===== src/rtl/mgmt_pkg.sv =====
package mgmt_pkg;
    // One-hot so that mdc and done are each a single flop output.
    typedef enum logic [3:0] {
        ST_IDLE = 4'b0001,
        ST_LOW  = 4'b0010,
        ST_HIGH = 4'b0100,
        ST_DONE = 4'b1000
    } mgmt_state_e;
endpackage


===== src/rtl/mgmt_phase_timer.sv =====
module mgmt_phase_timer #(
    parameter int HALF_DIV = 4
) (
    input  logic clk,
    input  logic rst_n,
    input  logic run,
    output logic phase_end
);
    generate
        if (HALF_DIV <= 1) begin : g_single
            assign phase_end = run;
        end else begin : g_count
            localparam int CW = $clog2(HALF_DIV);
            localparam logic [CW-1:0] LAST = CW'(HALF_DIV - 1);
            logic [CW-1:0] cnt;

            always_ff @(posedge clk) begin
                if (!rst_n) begin
                    cnt <= '0;
                end else if (!run || phase_end) begin
                    cnt <= '0;
                end else begin
                    cnt <= cnt + CW'(1);
                end
            end

            assign phase_end = run && (cnt == LAST);


            phase_min_len_chk: assert property (@(posedge clk) disable iff (!rst_n)
                phase_end |=> !phase_end);
        end
    endgenerate
endmodule


===== src/rtl/mgmt_bit_source.sv =====
module mgmt_bit_source #(
    parameter int PRE_LEN = 32,
    parameter int ADDR_W  = 5,
    parameter int DATA_W  = 16,
    parameter int IDX_W   = 7
) (
    input  logic [IDX_W-1:0]  bit_idx,
    input  logic              is_write,
    input  logic [ADDR_W-1:0] phy,
    input  logic [ADDR_W-1:0] regn,
    input  logic [DATA_W-1:0] wdata,
    output logic              drv_bit,
    output logic              drv_en,
    output logic              sample_slot,
    output logic              last_bit
);
    localparam logic [IDX_W-1:0] P_START  = IDX_W'(PRE_LEN);
    localparam logic [IDX_W-1:0] P_OP     = IDX_W'(PRE_LEN + 2);
    localparam logic [IDX_W-1:0] P_PHY    = IDX_W'(PRE_LEN + 4);
    localparam logic [IDX_W-1:0] P_REG    = IDX_W'(PRE_LEN + 4 + ADDR_W);
    localparam logic [IDX_W-1:0] P_TA     = IDX_W'(PRE_LEN + 4 + 2*ADDR_W);
    localparam logic [IDX_W-1:0] P_RD     = IDX_W'(PRE_LEN + 5 + 2*ADDR_W);
    localparam logic [IDX_W-1:0] P_RD_END = IDX_W'(PRE_LEN + 5 + 2*ADDR_W + DATA_W);
    localparam logic [IDX_W-1:0] P_WD     = IDX_W'(PRE_LEN + 6 + 2*ADDR_W);
    localparam logic [IDX_W-1:0] P_WD_END = IDX_W'(PRE_LEN + 6 + 2*ADDR_W + DATA_W);

    logic [ADDR_W-1:0] a_sh;
    logic [DATA_W-1:0] d_sh;

    always_comb begin
        drv_bit     = 1'b0;
        drv_en      = 1'b0;
        sample_slot = 1'b0;
        a_sh        = '0;
        d_sh        = '0;
        if (bit_idx < P_START) begin
            drv_bit = 1'b1;
            drv_en  = 1'b1;
        end else if (bit_idx < P_OP) begin
            drv_bit = (bit_idx != P_START);
            drv_en  = 1'b1;
        end else if (bit_idx < P_PHY) begin
            drv_bit = (bit_idx == P_OP) ? !is_write : is_write;
            drv_en  = 1'b1;
        end else if (bit_idx < P_REG) begin
            a_sh    = phy << (bit_idx - P_PHY);
            drv_bit = a_sh[ADDR_W-1];
            drv_en  = 1'b1;
        end else if (bit_idx < P_TA) begin
            a_sh    = regn << (bit_idx - P_REG);
            drv_bit = a_sh[ADDR_W-1];
            drv_en  = 1'b1;
        end else if (!is_write) begin
            sample_slot = (bit_idx >= P_RD) && (bit_idx < P_RD_END);
        end else if (bit_idx < P_WD) begin
            drv_bit = (bit_idx == P_TA);
            drv_en  = 1'b1;
        end else if (bit_idx < P_WD_END) begin
            d_sh    = wdata << (bit_idx - P_WD);
            drv_bit = d_sh[DATA_W-1];
            drv_en  = 1'b1;
        end
    end

    assign last_bit = is_write ? (bit_idx == P_WD_END) : (bit_idx == P_RD_END);
endmodule


===== src/rtl/mgmt_capture.sv =====
module mgmt_capture #(
    parameter int DATA_W = 16
) (
    input  logic              clk,
    input  logic              rst_n,
    input  logic              shift_en,
    input  logic              din,
    input  logic              commit,
    output logic [DATA_W-1:0] rd_data
);
    logic [DATA_W-1:0] shreg;

    always_ff @(posedge clk) begin
        if (!rst_n) begin
            shreg   <= '0;
            rd_data <= '0;
        end else begin
            if (shift_en) begin
                shreg <= {shreg[DATA_W-2:0], din};
            end
            if (commit) begin
                rd_data <= shreg;
            end
        end
    end
endmodule


===== src/rtl/mgmt_frame_master.sv =====
module mgmt_frame_master
    import mgmt_pkg::*;
#(
    parameter int HALF_DIV = 4,
    parameter int PRE_LEN  = 32,
    parameter int ADDR_W   = 5,
    parameter int DATA_W   = 16
) (
    input  logic              clk,
    input  logic              rst_n,
    input  logic              req_valid,
    input  logic              req_write,
    input  logic [ADDR_W-1:0] req_phy,
    input  logic [ADDR_W-1:0] req_reg,
    input  logic [DATA_W-1:0] req_wdata,
    output logic              busy,
    output logic              done,
    output logic [DATA_W-1:0] rd_data,
    output logic              mdc,
    output logic              mdo,
    output logic              mdo_en,
    input  logic              mdi
);
    localparam int FRAME_BITS = PRE_LEN + 2*ADDR_W + DATA_W + 7;
    localparam int IDX_W      = $clog2(FRAME_BITS);

    mgmt_state_e       state_q, state_d;
    logic [IDX_W-1:0]  bit_q;
    logic              wr_q;
    logic [ADDR_W-1:0] phy_q, reg_q;
    logic [DATA_W-1:0] wd_q;

    logic run, phase_end, drv_bit, drv_en, sample_slot, last_bit;
    logic sample_en, commit, accept;

    assign run    = (state_q == ST_LOW) || (state_q == ST_HIGH);
    assign accept = (state_q == ST_IDLE) && req_valid;

    mgmt_phase_timer #(.HALF_DIV(HALF_DIV)) u_timer (
        .clk       (clk),
        .rst_n     (rst_n),
        .run       (run),
        .phase_end (phase_end)
    );

    mgmt_bit_source #(
        .PRE_LEN (PRE_LEN),
        .ADDR_W  (ADDR_W),
        .DATA_W  (DATA_W),
        .IDX_W   (IDX_W)
    ) u_bits (
        .bit_idx     (bit_q),
        .is_write    (wr_q),
        .phy         (phy_q),
        .regn        (reg_q),
        .wdata       (wd_q),
        .drv_bit     (drv_bit),
        .drv_en      (drv_en),
        .sample_slot (sample_slot),
        .last_bit    (last_bit)
    );

    assign sample_en = (state_q == ST_HIGH) && phase_end && sample_slot;
    assign commit    = (state_q == ST_HIGH) && phase_end && last_bit && !wr_q;

    mgmt_capture #(.DATA_W(DATA_W)) u_capture (
        .clk      (clk),
        .rst_n    (rst_n),
        .shift_en (sample_en),
        .din      (mdi),
        .commit   (commit),
        .rd_data  (rd_data)
    );

    // Next-state logic
    always_comb begin
        state_d = state_q;
        unique case (state_q)
            ST_IDLE: if (req_valid) state_d = ST_LOW;                   // accept
            ST_LOW:  if (phase_end) state_d = ST_HIGH;                  // rise
            ST_HIGH: if (phase_end) state_d = last_bit ? ST_DONE        // finish
                                                       : ST_LOW;        // next_bit
            ST_DONE: state_d = ST_IDLE;                                 // release
            default: state_d = ST_IDLE;
        endcase
    end

    // State register and frame context
    always_ff @(posedge clk) begin
        if (!rst_n) begin
            state_q <= ST_IDLE;
            bit_q   <= '0;
            wr_q    <= 1'b0;
            phy_q   <= '0;
            reg_q   <= '0;
            wd_q    <= '0;
        end else begin
            state_q <= state_d;
            if (accept) begin
                bit_q <= '0;
                wr_q  <= req_write;
                phy_q <= req_phy;
                reg_q <= req_reg;
                wd_q  <= req_wdata;
            end else if ((state_q == ST_HIGH) && phase_end && !last_bit) begin
                bit_q <= bit_q + IDX_W'(1);
            end
        end
    end

    // Outputs
    always_comb begin
        busy   = (state_q != ST_IDLE);
        done   = (state_q == ST_DONE);
        mdc    = (state_q == ST_HIGH);
        mdo    = run && drv_bit;
        mdo_en = run && drv_en;
    end


    idle_quiet_chk: assert property (@(posedge clk) disable iff (!rst_n)
        !busy |-> (!mdc && !mdo && !mdo_en && !done));


    high_stable_chk: assert property (@(posedge clk) disable iff (!rst_n)
        (mdc && $past(mdc)) |-> ($stable(mdo) && $stable(mdo_en)));


    sample_undriven_chk: assert property (@(posedge clk) disable iff (!rst_n)
        sample_en |-> (mdc && !mdo_en));


    busy_hold_chk: assert property (@(posedge clk) disable iff (!rst_n)
        (busy && !done) |=> busy);


    done_single_chk: assert property (@(posedge clk) disable iff (!rst_n)
        done |=> (!done && !busy));


    done_quiet_chk: assert property (@(posedge clk) disable iff (!rst_n)
        done |-> (!mdc && !mdo && !mdo_en));


    rd_hold_chk: assert property (@(posedge clk) disable iff (!rst_n)
        !done |-> $stable(rd_data));
endmodule


===== config.mk =====
export PLATFORM = sky130hd
export DESIGN_NAME = mgmt_frame_master
export DESIGN_NICKNAME = d
export VERILOG_FILES = /design/src/rtl/mgmt_pkg.sv /design/src/rtl/mgmt_phase_timer.sv /design/src/rtl/mgmt_bit_source.sv /design/src/rtl/mgmt_capture.sv /design/src/rtl/mgmt_frame_master.sv
export SDC_FILE = /design/constraint.sdc
export NUM_CORES = 1
export LEC_CHECK = 0
export ABC_AREA = 1
export BUFFER_PORTS_ARGS = -buffer_cell sky130_fd_sc_hd__buf_2
export CAP_MARGIN = 40
export CORE_MARGIN = 2
export CORE_UTILIZATION = 46
export CTS_CLUSTER_SIZE = 8
export DETAILED_ROUTE_END_ITERATION = 12
export HOLD_SLACK_MARGIN = 0.03
export PLACE_DENSITY_LB_ADDON = 0.15
export SYNTH_ARGS = -nofsm -noshare
export SYNTH_HDL_FRONTEND = slang
export SYNTH_SLANG_ARGS = --single-unit

===== constraint.sdc =====
create_clock -name clk -period 3.8 [get_ports clk]
set_clock_uncertainty 0.1 [all_clocks]
set_input_delay 0.38 -clock clk [delete_from_list [all_inputs] [get_ports clk]]
set_output_delay 0.38 -clock clk [all_outputs]
set_load 0.01 [all_outputs]

# Word-level counts from Yosys, hierarchy flattened
# Cells that the tools add are included.
dict set report word_totals {
  output_inout_bits 21
  wordCells 88
  register_bits 72
}
dict set report op_classes {
  muxes 29
  magnitude_cmp 9
  n_eq_ne 14
  add_sub_neg 5
  n_bitwise 1
  reduce_logical 18
  shift 3
}
# cell n
set ops {}
lappend ops {{7-bit by 6-bit less-than comparator with 1-bit output, second input constant} 7}
lappend ops {{1-bit two-way mux} 24}
lappend ops {{7-bit by 6-bit equality test with 1-bit output, second input constant} 3}
lappend ops {{7-bit by 6-bit subtractor with 7-bit output, second input constant} 3}
lappend ops {{4-bit two-way mux} 4}
lappend ops {{16-bit by 7-bit << shifter with 16-bit output} 1}
lappend ops {{5-bit by 7-bit << shifter with 5-bit output} 2}
lappend ops {{4-bit case mux with 3 select lines} 1}
lappend ops {{1-bit logical AND} 10}
lappend ops {{7-bit by 1-bit adder with 7-bit output, second input constant} 1}
lappend ops {{7-bit equality test, second input constant} 1}
lappend ops {{7-bit by 6-bit greater-or-equal comparator with 1-bit output, second input constant} 1}
lappend ops {{7-bit less-than comparator, second input constant} 1}
lappend ops {{7-bit by 6-bit inequality test with 1-bit output, second input constant} 1}
lappend ops {{4-bit by 1-bit equality test with 1-bit output, second input constant} 1}
lappend ops {{4-bit by 2-bit equality test with 1-bit output, second input constant} 1}
lappend ops {{4-bit by 3-bit equality test with 1-bit output, second input constant} 1}
lappend ops {{4-bit equality test, second input constant} 1}
lappend ops {{2-bit inequality test, second input constant} 2}
lappend ops {{4-bit by 1-bit inequality test with 1-bit output, second input constant} 1}
lappend ops {{2-bit OR reduction} 2}
lappend ops {{1-bit logical NOT} 3}
lappend ops {{3-bit AND reduction} 1}
lappend ops {{2-bit by 1-bit adder with 2-bit output, second input constant} 1}
lappend ops {{other kinds (4)} 5}

# Logic depth before layout (Yosys ltp)
# Gate-level depths: netlist (run 1).
dict set report logic_depth {
  ltp_word 11
  mapped_depth 15
}

# By module
# A second synthesis (run 1) with hierarchy kept.
dict set report hier_totals {
  hier_cells 579
  hier_area_um2 3878.7
}
# module cells_each seq_area_each_um2 n_inst area_each_um2
set modules_own_cells {}
lappend modules_own_cells {mgmt_frame_master 223 760.7 1 1695.4}
lappend modules_own_cells {mgmt_capture 186 640.6 1 1293.7}
lappend modules_own_cells {mgmt_bit_source 160 0.0 1 804.5}
lappend modules_own_cells {mgmt_phase_timer 10 40.0 1 85.1}

# Least setup slack after synthesis (run 1)
# Ideal clock, no wire load.
dict set report synth_path {
  path_kind {reg-to-output}
  start {reg bit_q[0]}
  end {out mdo}
  path_buffers 1
  path_slack_ps 1526
  stages_incl_launch_ff 15
  arrival_time_ps 1794
  required_time_ps 3320
  cell_sequence {dfxtp_1 inv_1 buf_4 ha_1 xnor2_1 nand2_1 nand2_1 nand2_1 nor3_1 nand3_1 nand2_1 nand2_1 nand2_1 nand2_1 a21oi_1}
}
dict set report synth_via {
  elab_chain_len 11
}
# item line
set synth_rtl {}
lappend synth_rtl {{from (decl)} mgmt_frame_master.sv:28} ;# logic [IDX_W-1:0] bit_q;
lappend synth_rtl {{from (signal assigned)} mgmt_frame_master.sv:106} ;# bit_q <= bit_q + IDX_W'(1);
lappend synth_rtl {{7-bit by 6-bit subtractor with 7-bit output} mgmt_bit_source.sv:59} ;# d_sh = wdata << (bit_idx - P_WD);
lappend synth_rtl {{16-bit by 7-bit << shifter with 16-bit output} mgmt_bit_source.sv:59}
lappend synth_rtl {{1-bit two-way mux} mgmt_bit_source.sv:58} ;# end else if (bit_idx < P_WD_END) begin
lappend synth_rtl {{1-bit two-way mux} mgmt_bit_source.sv:55} ;# end else if (bit_idx < P_WD) begin
lappend synth_rtl {{1-bit two-way mux} mgmt_bit_source.sv:53} ;# end else if (!is_write) begin
lappend synth_rtl {{1-bit two-way mux} mgmt_bit_source.sv:49} ;# end else if (bit_idx < P_TA) begin
lappend synth_rtl {{1-bit two-way mux} mgmt_bit_source.sv:45} ;# end else if (bit_idx < P_REG) begin
lappend synth_rtl {{1-bit two-way mux} mgmt_bit_source.sv:42} ;# end else if (bit_idx < P_PHY) begin
lappend synth_rtl {{1-bit two-way mux} mgmt_bit_source.sv:39} ;# end else if (bit_idx < P_OP) begin
lappend synth_rtl {{1-bit two-way mux *} mgmt_bit_source.sv:36} ;# if (bit_idx < P_START) begin
lappend synth_rtl {{1-bit logical AND *} mgmt_frame_master.sv:116} ;# mdo = run && drv_bit;
lappend synth_rtl {{to (decl)} mgmt_frame_master.sv:20} ;# output logic mdo,
# Every way passes the cells marked *; elsewhere a longest branch is shown, timed or not.

# Final worst setup path (run 1)
# Same ends and word-level chain as after synthesis.

==> metrics.log, run 1 <==
INFO  metric count_of_distinct_cell_types_in_the_synthesized_netlist = 37
INFO  metric cts_repair_resize_count = 0
INFO  metric worstSetupStartpointType = register
INFO  metric initial_utilization = 0.470
INFO  metric cts.path.max_buffers = 2
INFO  metric grt_use_met3 = 0.0485
INFO  metric number_of_global_route_vias_before_repair = 2,984
INFO  metric outcome = finished, final reports clean
INFO  metric slew_headroom = 0.475
INFO  metric hold_viol_final = 0
INFO  metric wire_length_of_the_first_global_routing_pass = 13.5 mm
INFO  metric ant_nets = 0
INFO  metric worst_setup_path_end_kind = output port
INFO  metric number_of_enable_flip_flop_cells_after_synthesis = 0
INFO  metric layout-drive-gt1-share = 0.227
INFO  metric globalRouteTotalUtil = 0.197
INFO  metric maxCapViolCount = 0
INFO  metric post-route-worst-setup-slack = 0.577 ns
INFO  metric reported_leakage_power = 1.75 nW
INFO  metric floorplan.core_area = 7610 um^2
INFO  metric clk_pin_slew = 0.08 ns
INFO  metric met1_usage = 0.249
INFO  metric seq_area_frac_synth = 0.403
INFO  metric die_w = 92.2 um
INFO  metric timing.final.crit_period = 3.22 ns
INFO  metric maxClockFrequency = 310 MHz
INFO  metric worst_skew_pair.late_latency = 0.34 ns
INFO  metric met2_global_route_usage = 0.328
INFO  metric power.density_cell_area = 474 nW/um^2
INFO  metric grt_antenna_before_repair = 0
INFO  metric number_of_max_slew_violations_in_the_final_report = 0
INFO  metric grt_max_degree = 57
INFO  metric worstPathMaxFanout = 21
INFO  metric post-place-ws = 0.929 ns
INFO  metric vias = 3,076
INFO  metric area_growth = 13.4%
INFO  metric cts.sink_count = 72
INFO  metric synth_warnings = 0
INFO  metric detail_route.vias_per_cell = 4.95
INFO  metric cts-root-buf = sky130_fd_sc_hd__clkbuf_8
INFO  metric die_area = 8490 um^2
INFO  metric globalRoute.busiestLayer = met2
INFO  metric tritoncts.num_buffers = 9
INFO  metric finalNetCount = 556
INFO  metric routed_wire_length = 7.93 mm
INFO  metric final_min_period_over_clock_period = 0.848
INFO  metric antenna_cells_inserted = 0
INFO  metric total_nets_after_synthesis = 513
INFO  metric cts_hold_buffers = 0
INFO  metric worst_margin_pin_slew = 0.788 ns
INFO  metric detailedRoute.firstPassIterationCount = 4
INFO  metric postSynth.asyncResetShare = 0
INFO  metric rsz0062_at_grt = no
INFO  metric post_synth_inst_count = 471
INFO  metric cp_data_arrival_time = 2.74 ns
INFO  metric finalSetupViolCount = 0
INFO  metric clock_tree.htree_level_count = 3
INFO  metric average_cell_area_after_synthesis = 7.59 um^2
INFO  metric synth.ff_latch_count = 72
INFO  metric synth_area = 3570 um^2
INFO  metric peakVddDrop = 0.278 mV
INFO  metric gpl.final_weighted_congestion = 0.911
INFO  metric fin_tns_setup = 0 ns
INFO  metric drtIter0Drc = 97
INFO  metric io_pins = 52
INFO  metric post-route-drc-count = 0
INFO  metric avgRoutedWirePerCell = 12.8 um
INFO  metric hpwlAfterDp = 5.79 mm
INFO  metric rows = 32
INFO  metric cts.repair_timing.setup_buffer_count = 0
INFO  metric required_time_of_the_critical_path = 3.32 ns
INFO  metric finalCoreUtilization = 0.533
INFO  metric die_height = 92.2 um
INFO  metric grt_overflow = 0
INFO  metric cts_tree = yes
INFO  metric yosys_most_used_dff = sky130_fd_sc_hd__dfxtp_1
INFO  metric hp-class = in2reg
INFO  metric io_buffer_count = 51
INFO  metric criticalPathCategory = reg2out
## power breakdown
part | internal [mW] | switching, mW
Combinational | 0.145 | 0.271
Sequential | 0.855 | 0.0453
Clock | 0.306 | 0.301
Total | 1.31 | 0.617
## cell families after synthesis
group | synth area share
AND/OR/NAND/NOR | 0.198
adder cells (fa/ha/maj) | 0.0385
XOR/XNOR | 0.00490
flip-flops | 0.403
AO/OA/AOI/OAI | 0.244
buffers and inverters | 0.111
## cells in the final DEF, fill, tap and decap left out, drive strengths merged
master / synthesis / layout
nand2: 77 / 77
a21oi: 77 / 77
dfxtp: 72 / 72
o21ai: 68 / 68
inv: 64 / 65
buf: 14 / 57
nor2: 29 / 29
nand3: 22 / 22
ha: 11 / 11
clkbuf: 11 / 10
nor3: 10 / 10
nand4: 5 / 5
o211a: 2 / 2
clkinvlp: 0 / 2
clkinv: 0 / 2
a31oi: 1 / 1
xnor2: 1 / 1
a21boi: 1 / 1
o211ai: 1 / 1
xor2: 1 / 1
and2: 1 / 1
or2: 1 / 1
a221oi: 1 / 1
and3: 1 / 1
bufinv: 0 / 1
## critical path, stage by stage, from the launching register on
cell and delay, ns:
sky130_fd_sc_hd__dfxtp_1 0.77, sky130_fd_sc_hd__inv_1 0.14, sky130_fd_sc_hd__ha_1 0.27, sky130_fd_sc_hd__inv_1 0.06, sky130_fd_sc_hd__a21oi_1 0.09, sky130_fd_sc_hd__o21ai_0 0.21, sky130_fd_sc_hd__nand2_1 0.07, sky130_fd_sc_hd__nor3_1 0.22
sky130_fd_sc_hd__nand3_1 0.09, sky130_fd_sc_hd__nand2_1 0.07, sky130_fd_sc_hd__nand2_1 0.05, sky130_fd_sc_hd__nand2_1 0.05, sky130_fd_sc_hd__nand2_1 0.04, sky130_fd_sc_hd__a21oi_1 0.11, sky130_fd_sc_hd__buf_2 0.14
## worst paths after layout
kind	from	endpoint	slack, ns	cells after the start
min reg2reg	u_timer.g_count.cnt[0]	u_timer.g_count.cnt[0]	0.34	1
max	bit_q[0]	mdo	0.58	14
max reg2reg	bit_q[0]	u_capture.rd_data[12]	1.09	8
min	mdi	u_capture.shreg[0]	0.16	3
## cells in the mapped netlist, drive strengths merged, types with 2 or more instances
master  instances  area [um^2]
nor2           29          149
buf            14          115
nand3          22          125
a21oi          77          483
inv            64          240
o21ai          68          340
clkbuf         11         42.5
dfxtp          72         1440
nand2          77          299
o211a           2         20.0
nor3           10         76.3
ha             11          138
nand4           5         37.5
## layout make-up
class / instances / area (um^2)
fill: 779 / 3550
multi-input combinational: 310 / 1740
sequential: 72 / 1440
timing repair buffer: 57 / 313
inverter: 64 / 240
clock buffer: 10 / 128
tap: 102 / 128
clock inverter: 6 / 67.6
## layer usage
layer,vias up,routed length [um],share of wire
met3,6,383,0.048
met5,-,0,0
met1,1392,3770,0.48
met2,48,3700,0.47
met4,0,73,0.0092
li1,1630,-,-
## metrics by stage
stage,instance area [um^2],hold slack [ns],cells,power (mW)
2_1_floorplan,3570,0.305,471,1.22
3_3_place_gp,3840,0.313,604,1.33
3_5_place_dp,3840,0.321,604,1.34
4_1_cts,4030,0.154,620,1.94
5_1_grt,4050,0.172,621,2.04
6_report,4050,0.164,621,1.92
## registers in the layout, summed over array words and instances, names as in the netlist
signal               cells
bit_q                    7
u_timer.g_count.cnt      2
u_capture.rd_data       16
wd_q                    16
state_q                  4
reg_q                    5
wr_q                     1
u_capture.shreg         16
phy_q                    5
Power figures use the tool's default switching activity.
==> inputs of run 2 (changes only) <==
--- a/config.mk
+++ b/config.mk
@@ -5,7 +5,7 @@
 export SDC_FILE = /design/constraint.sdc
 export NUM_CORES = 1
 export LEC_CHECK = 0
-export ABC_AREA = 1
+export ABC_AREA = 0
 export BUFFER_PORTS_ARGS = -buffer_cell sky130_fd_sc_hd__buf_2
 export CAP_MARGIN = 40
 export CORE_MARGIN = 2
==> constraint.sdc (replaced) <==
create_clock -name clk -period 2.7 [get_ports clk]
set_clock_uncertainty 0.1 [all_clocks]
set_input_delay 0.27 -clock clk [delete_from_list [all_inputs] [get_ports clk]]
set_output_delay 0.27 -clock clk [all_outputs]
set_load 0.01 [all_outputs]
==> metrics.log, run 2 <==
INFO  metric detail_route.vias_per_cell = 5.27
INFO  metric criticalPathCategory = reg2out
INFO  metric slew_headroom = 0.614
INFO  metric number_of_enable_flip_flop_cells_after_synthesis = 0
INFO  metric most_frequent_standard_cell_in_the_layout_excluding_fill_and_tap_cells = sky130_fd_sc_hd__nand2_1
INFO  metric die_w = 92.0 um
INFO  metric p_int = 1.70 mW
INFO  metric critical_path.top_delay_family = compound AO/OA/AOI/OAI gates
INFO  metric maxClockFrequency = 362 MHz
INFO  metric layout-drive-gt1-share = 0.236
INFO  metric path_buf_inv = 1
INFO  metric post-route-worst-setup-slack = -0.0611 ns
INFO  metric placed_cell_area = 3950 um^2
INFO  metric grt_antenna_before_repair = 0
INFO  metric synth_area = 3570 um^2
INFO  metric layout.cells.most_common_list = sky130_fd_sc_hd__nand2_1, sky130_fd_sc_hd__dfxtp_1, sky130_fd_sc_hd__buf_2
INFO  metric floorplan.core_area = 7610 um^2
INFO  metric cts.path.max_buffers = 2
INFO  metric timing.final.crit_period = 2.76 ns
INFO  metric outcome = finished, violations left
INFO  metric clock_tree.htree_level_count = 3
INFO  metric initial_utilization = 0.469
INFO  metric seq_area_frac_synth = 0.404
INFO  metric slowest_delay = 0.39 ns
INFO  metric top_cell_type_s_share_of_synthesized_area = 0.404
INFO  metric multi_input_comb_area = 2020 um^2
INFO  metric worstRegToRegCells = 8
INFO  metric crit_path_start = bit_q[4]
INFO  metric worst_setup_path_end_kind = output port
INFO  metric ys_top_cells_by_area = sky130_fd_sc_hd__dfxtp_1, sky130_fd_sc_hd__nand2_1, sky130_fd_sc_hd__a21boi_0, sky130_fd_sc_hd__mux2i_1, sky130_fd_sc_hd__ha_1
INFO  metric cp_cell_sequence = ha_4 -> ha_4 -> nor4bb_4 -> nand3_2 -> a2111oi_4 -> nor4_2 -> a22oi_1 -> buf_2
INFO  metric peakVddDrop = 0.374 mV
INFO  metric io_buffer_count = 51
INFO  metric number_of_global_route_vias_before_repair = 2,770
INFO  metric pwr-share-seq = 0.497
INFO  metric ff_latch_area = 1450 um^2
INFO  metric post_synth_inst_count = 412
INFO  metric cpMostUsedCell = sky130_fd_sc_hd__ha_4
INFO  metric worst_skew_pair.late_latency = 0.35 ns
INFO  metric io_pins = 52
INFO  metric fillers = 764
INFO  metric finalSetupViolCount = 1
INFO  metric rsz0062_at_grt = yes
INFO  metric synth.most_common_cell = sky130_fd_sc_hd__nand2_1
INFO  metric yosys_most_used_dff = sky130_fd_sc_hd__dfxtp_1
INFO  metric netlist_top_cells_count = sky130_fd_sc_hd__nand2_1, sky130_fd_sc_hd__dfxtp_1, sky130_fd_sc_hd__a21boi_0
INFO  metric die_area = 8470 um^2
INFO  metric routed_wire_length = 8.26 mm
INFO  metric violated_checks = setup timing
INFO  metric grt_max_degree = 51
INFO  metric vias = 3,020
INFO  metric power.density_cell_area = 531 nW/um^2
INFO  metric average_cell_area_after_synthesis = 8.66 um^2
INFO  metric reg2reg_launch_point = bit_q[1]
INFO  metric clk_pin_slew = 0.08 ns
INFO  metric tritoncts.num_buffers = 9
INFO  metric grt_overflow = 0
INFO  metric synth.ff_latch_count = 72
INFO  metric die_height = 92.0 um
INFO  metric finalNetCount = 508
INFO  metric postSynth.asyncResetShare = 0
INFO  metric number_of_max_slew_violations_in_the_final_report = 0
INFO  metric rows = 32
INFO  metric combinationalPowerShare = 0.081
INFO  metric hpwlAfterDp = 5.72 mm
INFO  metric gpl.final_weighted_congestion = 0.895
INFO  metric avgRoutedWirePerCell = 14.4 um
INFO  metric worst_margin_pin_slew = 0.564 ns
INFO  metric drtIter0Drc = 166
INFO  metric required_time_of_the_critical_path = 2.33 ns
INFO  metric ant_nets = 0
INFO  metric worstPathMaxFanout = 6
INFO  metric synth_warnings = 0
INFO  metric synth.largest_area_cell = sky130_fd_sc_hd__dfxtp_1
INFO  metric worstSetupEndpoint = mdo
INFO  metric biggestRegsByFlops = u_capture.rd_data x16, u_capture.shreg x16, wd_q x16
INFO  metric cts_tree = yes
INFO  metric hold_viol_final = 0
INFO  metric power.share.switching = 0.248
INFO  metric cp_data_arrival_time = 2.39 ns
INFO  metric total_nets_after_synthesis = 454
INFO  metric fin_tns_setup = -0.0611 ns
INFO  metric final_min_period_over_clock_period = 1.02
INFO  metric final_design_area_no_fill = 4270 um^2
INFO  metric count_of_distinct_cell_types_in_the_synthesized_netlist = 55
INFO  metric cts-root-buf = sky130_fd_sc_hd__clkbuf_8
INFO  metric clockPowerShare = 0.423
INFO  metric globalRouteTotalUtil = 0.199
INFO  metric area_growth = 19.7%
INFO  metric power_switching = 0.561 mW
INFO  metric post-route-drc-count = 0
INFO  metric detailedRoute.firstPassIterationCount = 4
INFO  metric reported_leakage_power = 1.72 nW
INFO  metric timing.critical_path.depth = 8
INFO  metric antenna_cells_inserted = 0
INFO  metric critPathSlowestCell = sky130_fd_sc_hd__a2111oi_4
INFO  metric r2r_setup_slack = 0.49 ns
INFO  metric hp-class = in2reg
INFO  metric wire_length_of_the_first_global_routing_pass = 13.5 mm
INFO  metric r2r-end = u_capture.shreg[2]
INFO  metric worstSetupStartpointType = register
INFO  metric maxCapViolCount = 0
INFO  metric cts.sink_count = 72
## run 2: metal layers
metal | wire length, um | track usage | part of all wire
met2 | 3670 | 0.306 | 0.44
met1 | 4170 | 0.282 | 0.50
met4 | 159 | 0.0697 | 0.019
met3 | 261 | 0.0320 | 0.032
met5 | 0 | 0 | 0
## run 2: cell families after synthesis
family	count (synthesis)	share of synthesized area
simple gates	177	0.234
buf+inv	38	0.0533
xor+xnor	9	0.0221
mux	26	0.0789
fa+ha+maj	11	0.0386
compound gates	79	0.169
flops	72	0.404
## run 2: what timing repair did
item / in CTS / in global routing
hold buffers: 0 / 0
resized for setup: 7 / 12
setup buffers: 0 / 1
endpoints found under the setup margin: 1 / 1
pin swaps: 0 / 7
## run 2: tightest hold or removal path, cell delays in order
cell and delay [ns]:
sky130_fd_sc_hd__buf_2 0.09, sky130_fd_sc_hd__nand2_1 0.04, sky130_fd_sc_hd__a21boi_1 0.05
## run 2: power groups by stage
stage | clock network (mW) | logic (mW) | registers (mW)
after global routing | 1.02 | 0.209 | 1.13
after CTS | 0.974 | 0.184 | 1.13
after global placement | 0 | 0.180 | 1.15
final | 0.958 | 0.183 | 1.13
after detailed placement | 0 | 0.184 | 1.15
after floorplan | 0 | 0.135 | 1.14
## run 2: final cells by class
type / count / share of cell area
Clock buffer: 10 / 0.0299
Timing Repair Buffer: 70 / 0.0961
Multi-Input combinational cell: 302 / 0.473
Inverter: 11 / 0.00967
Sequential cell: 72 / 0.339
Clock inverter: 6 / 0.0217
Tap cell: 102 / 0.0299
## run 2: how the worst min path moves through the flow
stage                             endpoint                    from  cells after the start
global placement    u_timer.g_count.cnt[0]  u_timer.g_count.cnt[0]                      1
floorplan           u_timer.g_count.cnt[0]  u_timer.g_count.cnt[0]                      1
CTS                                wd_q[8]            req_wdata[8]                      3
global route                      wd_q[13]           req_wdata[13]                      3
finish                            wd_q[13]           req_wdata[13]                      3
detailed placement  u_timer.g_count.cnt[0]  u_timer.g_count.cnt[0]                      1
## run 2: stage by stage
step	hold WS, ns	total power, mW	worst slack, ns	cells	utilization
4_1_cts	0.0465	2.28	0.00732	572	0.550
2_1_floorplan	0.296	1.28	0.472	412	-
3_3_place_gp	0.305	1.33	0.235	556	0.519
3_5_place_dp	0.313	1.34	0.194	556	0.519
5_1_grt	0.0594	2.36	-0.186	573	0.561
6_report	0.0524	2.27	-0.0611	573	0.561
==> inputs of run 3 (changes only) <==
--- a/config.mk
+++ b/config.mk
@@ -13,7 +13,7 @@
 export CTS_CLUSTER_SIZE = 8
 export DETAILED_ROUTE_END_ITERATION = 12
 export HOLD_SLACK_MARGIN = 0.03
-export PLACE_DENSITY_LB_ADDON = 0.15
+export PLACE_DENSITY_LB_ADDON = 0.2
 export SYNTH_ARGS = -nofsm -noshare
 export SYNTH_HDL_FRONTEND = slang
 export SYNTH_SLANG_ARGS = --single-unit
==> constraint.sdc (replaced) <==
create_clock -name clk -period 2.9 [get_ports clk]
set_clock_uncertainty 0.1 [all_clocks]
set_input_delay 0.29 -clock clk [delete_from_list [all_inputs] [get_ports clk]]
set_output_delay 0.29 -clock clk [all_outputs]
set_load 0.01 [all_outputs]
==> metrics.log, run 3 (same netlist as run 2, synthesis figures left out) <==
INFO  metric outcome = finished, final reports clean
INFO  metric r2r_setup_slack = 0.72 ns
INFO  metric finalCoreUtilization = 0.547
INFO  metric worst_margin_pin_slew = 0.614 ns
INFO  metric layout-drive-gt1-share = 0.216
INFO  metric rows = 32
INFO  metric maxClockFrequency = 360 MHz
INFO  metric ff_latch_area = 1450 um^2
INFO  metric reported_leakage_power = 1.70 nW
INFO  metric clock_tree.htree_level_count = 3
INFO  metric grt_overflow = 0
INFO  metric routed_wire_length = 7.81 mm
INFO  metric criticalPathCategory = reg2out
INFO  metric die_height = 92.0 um
INFO  metric finalNetCount = 504
INFO  metric number_of_max_slew_violations_in_the_final_report = 0
INFO  metric power_switching = 0.522 mW
INFO  metric most_frequent_standard_cell_in_the_layout_excluding_fill_and_tap_cells = sky130_fd_sc_hd__nand2_1
INFO  metric combinationalPowerShare = 0.080
INFO  metric cts_tree = yes
INFO  metric avgRoutedWirePerCell = 13.7 um
INFO  metric drtIter0Drc = 99
INFO  metric io_buffer_count = 51
INFO  metric cts.path.max_buffers = 2
INFO  metric die_area = 8470 um^2
INFO  metric p_int = 1.59 mW
INFO  metric hold_viol_final = 0
INFO  metric post-route-drc-count = 0
INFO  metric detailedRoute.firstPassIterationCount = 4
INFO  metric clk_pin_slew = 0.08 ns
INFO  metric worstPathMaxFanout = 7
INFO  metric ant_nets = 0
INFO  metric number_of_global_route_vias_before_repair = 2,753
INFO  metric fillers = 719
INFO  metric hp-class = in2reg
INFO  metric slew_headroom = 0.580
INFO  metric grt_max_degree = 52
INFO  metric timing.hold.ws = 0.0827 ns
INFO  metric wire_length_of_the_first_global_routing_pass = 12.9 mm
INFO  metric worstSetupStartpointType = register
INFO  metric multi_input_comb_area = 1950 um^2
INFO  metric detail_route.vias_per_cell = 5.15
INFO  metric timing.final.crit_period = 2.78 ns
INFO  metric area_growth = 16.7%
INFO  metric cts-root-buf = sky130_fd_sc_hd__clkbuf_8
INFO  metric vias = 2,932
INFO  metric power.density_cell_area = 508 nW/um^2
INFO  metric clockPowerShare = 0.425
INFO  metric initial_utilization = 0.469
INFO  metric pwr-share-seq = 0.496
INFO  metric floorplan.core_area = 7610 um^2
INFO  metric power.share.switching = 0.247
INFO  metric final_design_area_no_fill = 4160 um^2
INFO  metric globalRouteTotalUtil = 0.189
INFO  metric layout.cells.most_common_list = sky130_fd_sc_hd__nand2_1, sky130_fd_sc_hd__dfxtp_1, sky130_fd_sc_hd__buf_2
INFO  metric rsz0062_at_grt = no
INFO  metric tritoncts.num_buffers = 9
INFO  metric cp_data_arrival_time = 2.39 ns
INFO  metric total_power = 2.11 mW
INFO  metric maxCapViolCount = 0
INFO  metric cts.repair_timing.setup_buffer_count = 0
INFO  metric gpl.final_weighted_congestion = 0.938
INFO  metric finalSetupViolCount = 0
INFO  metric io_pins = 52
INFO  metric peakVddDrop = 0.292 mV
INFO  metric fin_tns_setup = 0 ns
INFO  metric hpwlAfterDp = 5.51 mm
INFO  metric die_w = 92.0 um
INFO  metric placed_cell_area = 3910 um^2
INFO  metric required_time_of_the_critical_path = 2.51 ns
INFO  metric worst_setup_path_end_kind = output port
INFO  metric cts.sink_count = 72
INFO  metric final_min_period_over_clock_period = 0.958
INFO  metric antenna_cells_inserted = 0
INFO  metric worst_skew_pair.late_latency = 0.34 ns
INFO  metric grt_antenna_before_repair = 0
INFO  metric biggestRegsByFlops = u_capture.rd_data x16, u_capture.shreg x16, wd_q x16
==> run 3: changes by cell type in the layout (fill, tap and decap cells not counted), sizes merged <==
cell	before	now
clkbuf	10	9
clkinvlp	1	0
buf	70	66
inv	12	13
clkinv	2	3
==> run 3: final cells by class <==
type	instances	area share
Clock buffer	9	0.0298
Multi-Input combinational cell	302	0.469
Inverter	11	0.00992
Sequential cell	72	0.347
Clock inverter	7	0.0246
Tap cell	102	0.0307
Timing Repair Buffer	66	0.0884
==> run 3: final timing paths <==
path / endpoint / startpoint / depth (start not counted)
max: mdo / bit_q[4] / 8
min reg2reg: u_timer.g_count.cnt[0] / u_timer.g_count.cnt[0] / 1
max reg2reg: u_capture.shreg[13] / bit_q[1] / 8
min: wd_q[8] / req_wdata[8] / 3
==> run 3: layer usage <==
metal	part of all wire	routed length, um	track usage	up-vias
met4	0.013	104	0.0808	0
met3	0.048	376	0.0378	10
met2	0.42	3300	0.276	77
met5	0	0	0	-
met1	0.52	4030	0.270	1335
li1	-	-	-	1510
==> run 3: timing repair <==
item                                   4_1_cts  5_1_grt
setup endpoints to repair                    1        1
pin swaps                                    0        0
gates resized for setup                      3        5
endpoints found under the hold margin        0        0
hold buffers                                 0        0
==> run 3: stage by stage <==
step	instances	worst slack (ns)
3_3_place_gp	553	0.368
6_report	569	0.123
2_1_floorplan	412	0.652
5_1_grt	569	0.00741
4_1_cts	569	0.00646
3_5_place_dp	553	0.225
==> run 3: critical path: stages (launching register included) <==
cell and delay [ns]:
sky130_fd_sc_hd__dfxtp_4 0.39, sky130_fd_sc_hd__inv_1 0.09, sky130_fd_sc_hd__ha_1 0.25, sky130_fd_sc_hd__nor2b_1 0.15, sky130_fd_sc_hd__or3_1 0.33, sky130_fd_sc_hd__a2111oi_2 0.39
sky130_fd_sc_hd__a311oi_1 0.15, sky130_fd_sc_hd__a22oi_1 0.16, sky130_fd_sc_hd__buf_2 0.15
==> run 3: power by group through the flow <==
| stage | Combinational, mW | Sequential (mW) | Clock, mW |
|---|---|---|---|
| 3_5_place_dp | 0.168 | 1.07 | 0 |
| 3_3_place_gp | 0.168 | 1.07 | 0 |
| 5_1_grt | 0.190 | 1.05 | 0.966 |
| 4_1_cts | 0.169 | 1.05 | 0.917 |
| 6_report | 0.169 | 1.05 | 0.897 |
| 2_1_floorplan | 0.125 | 1.06 | 0 |
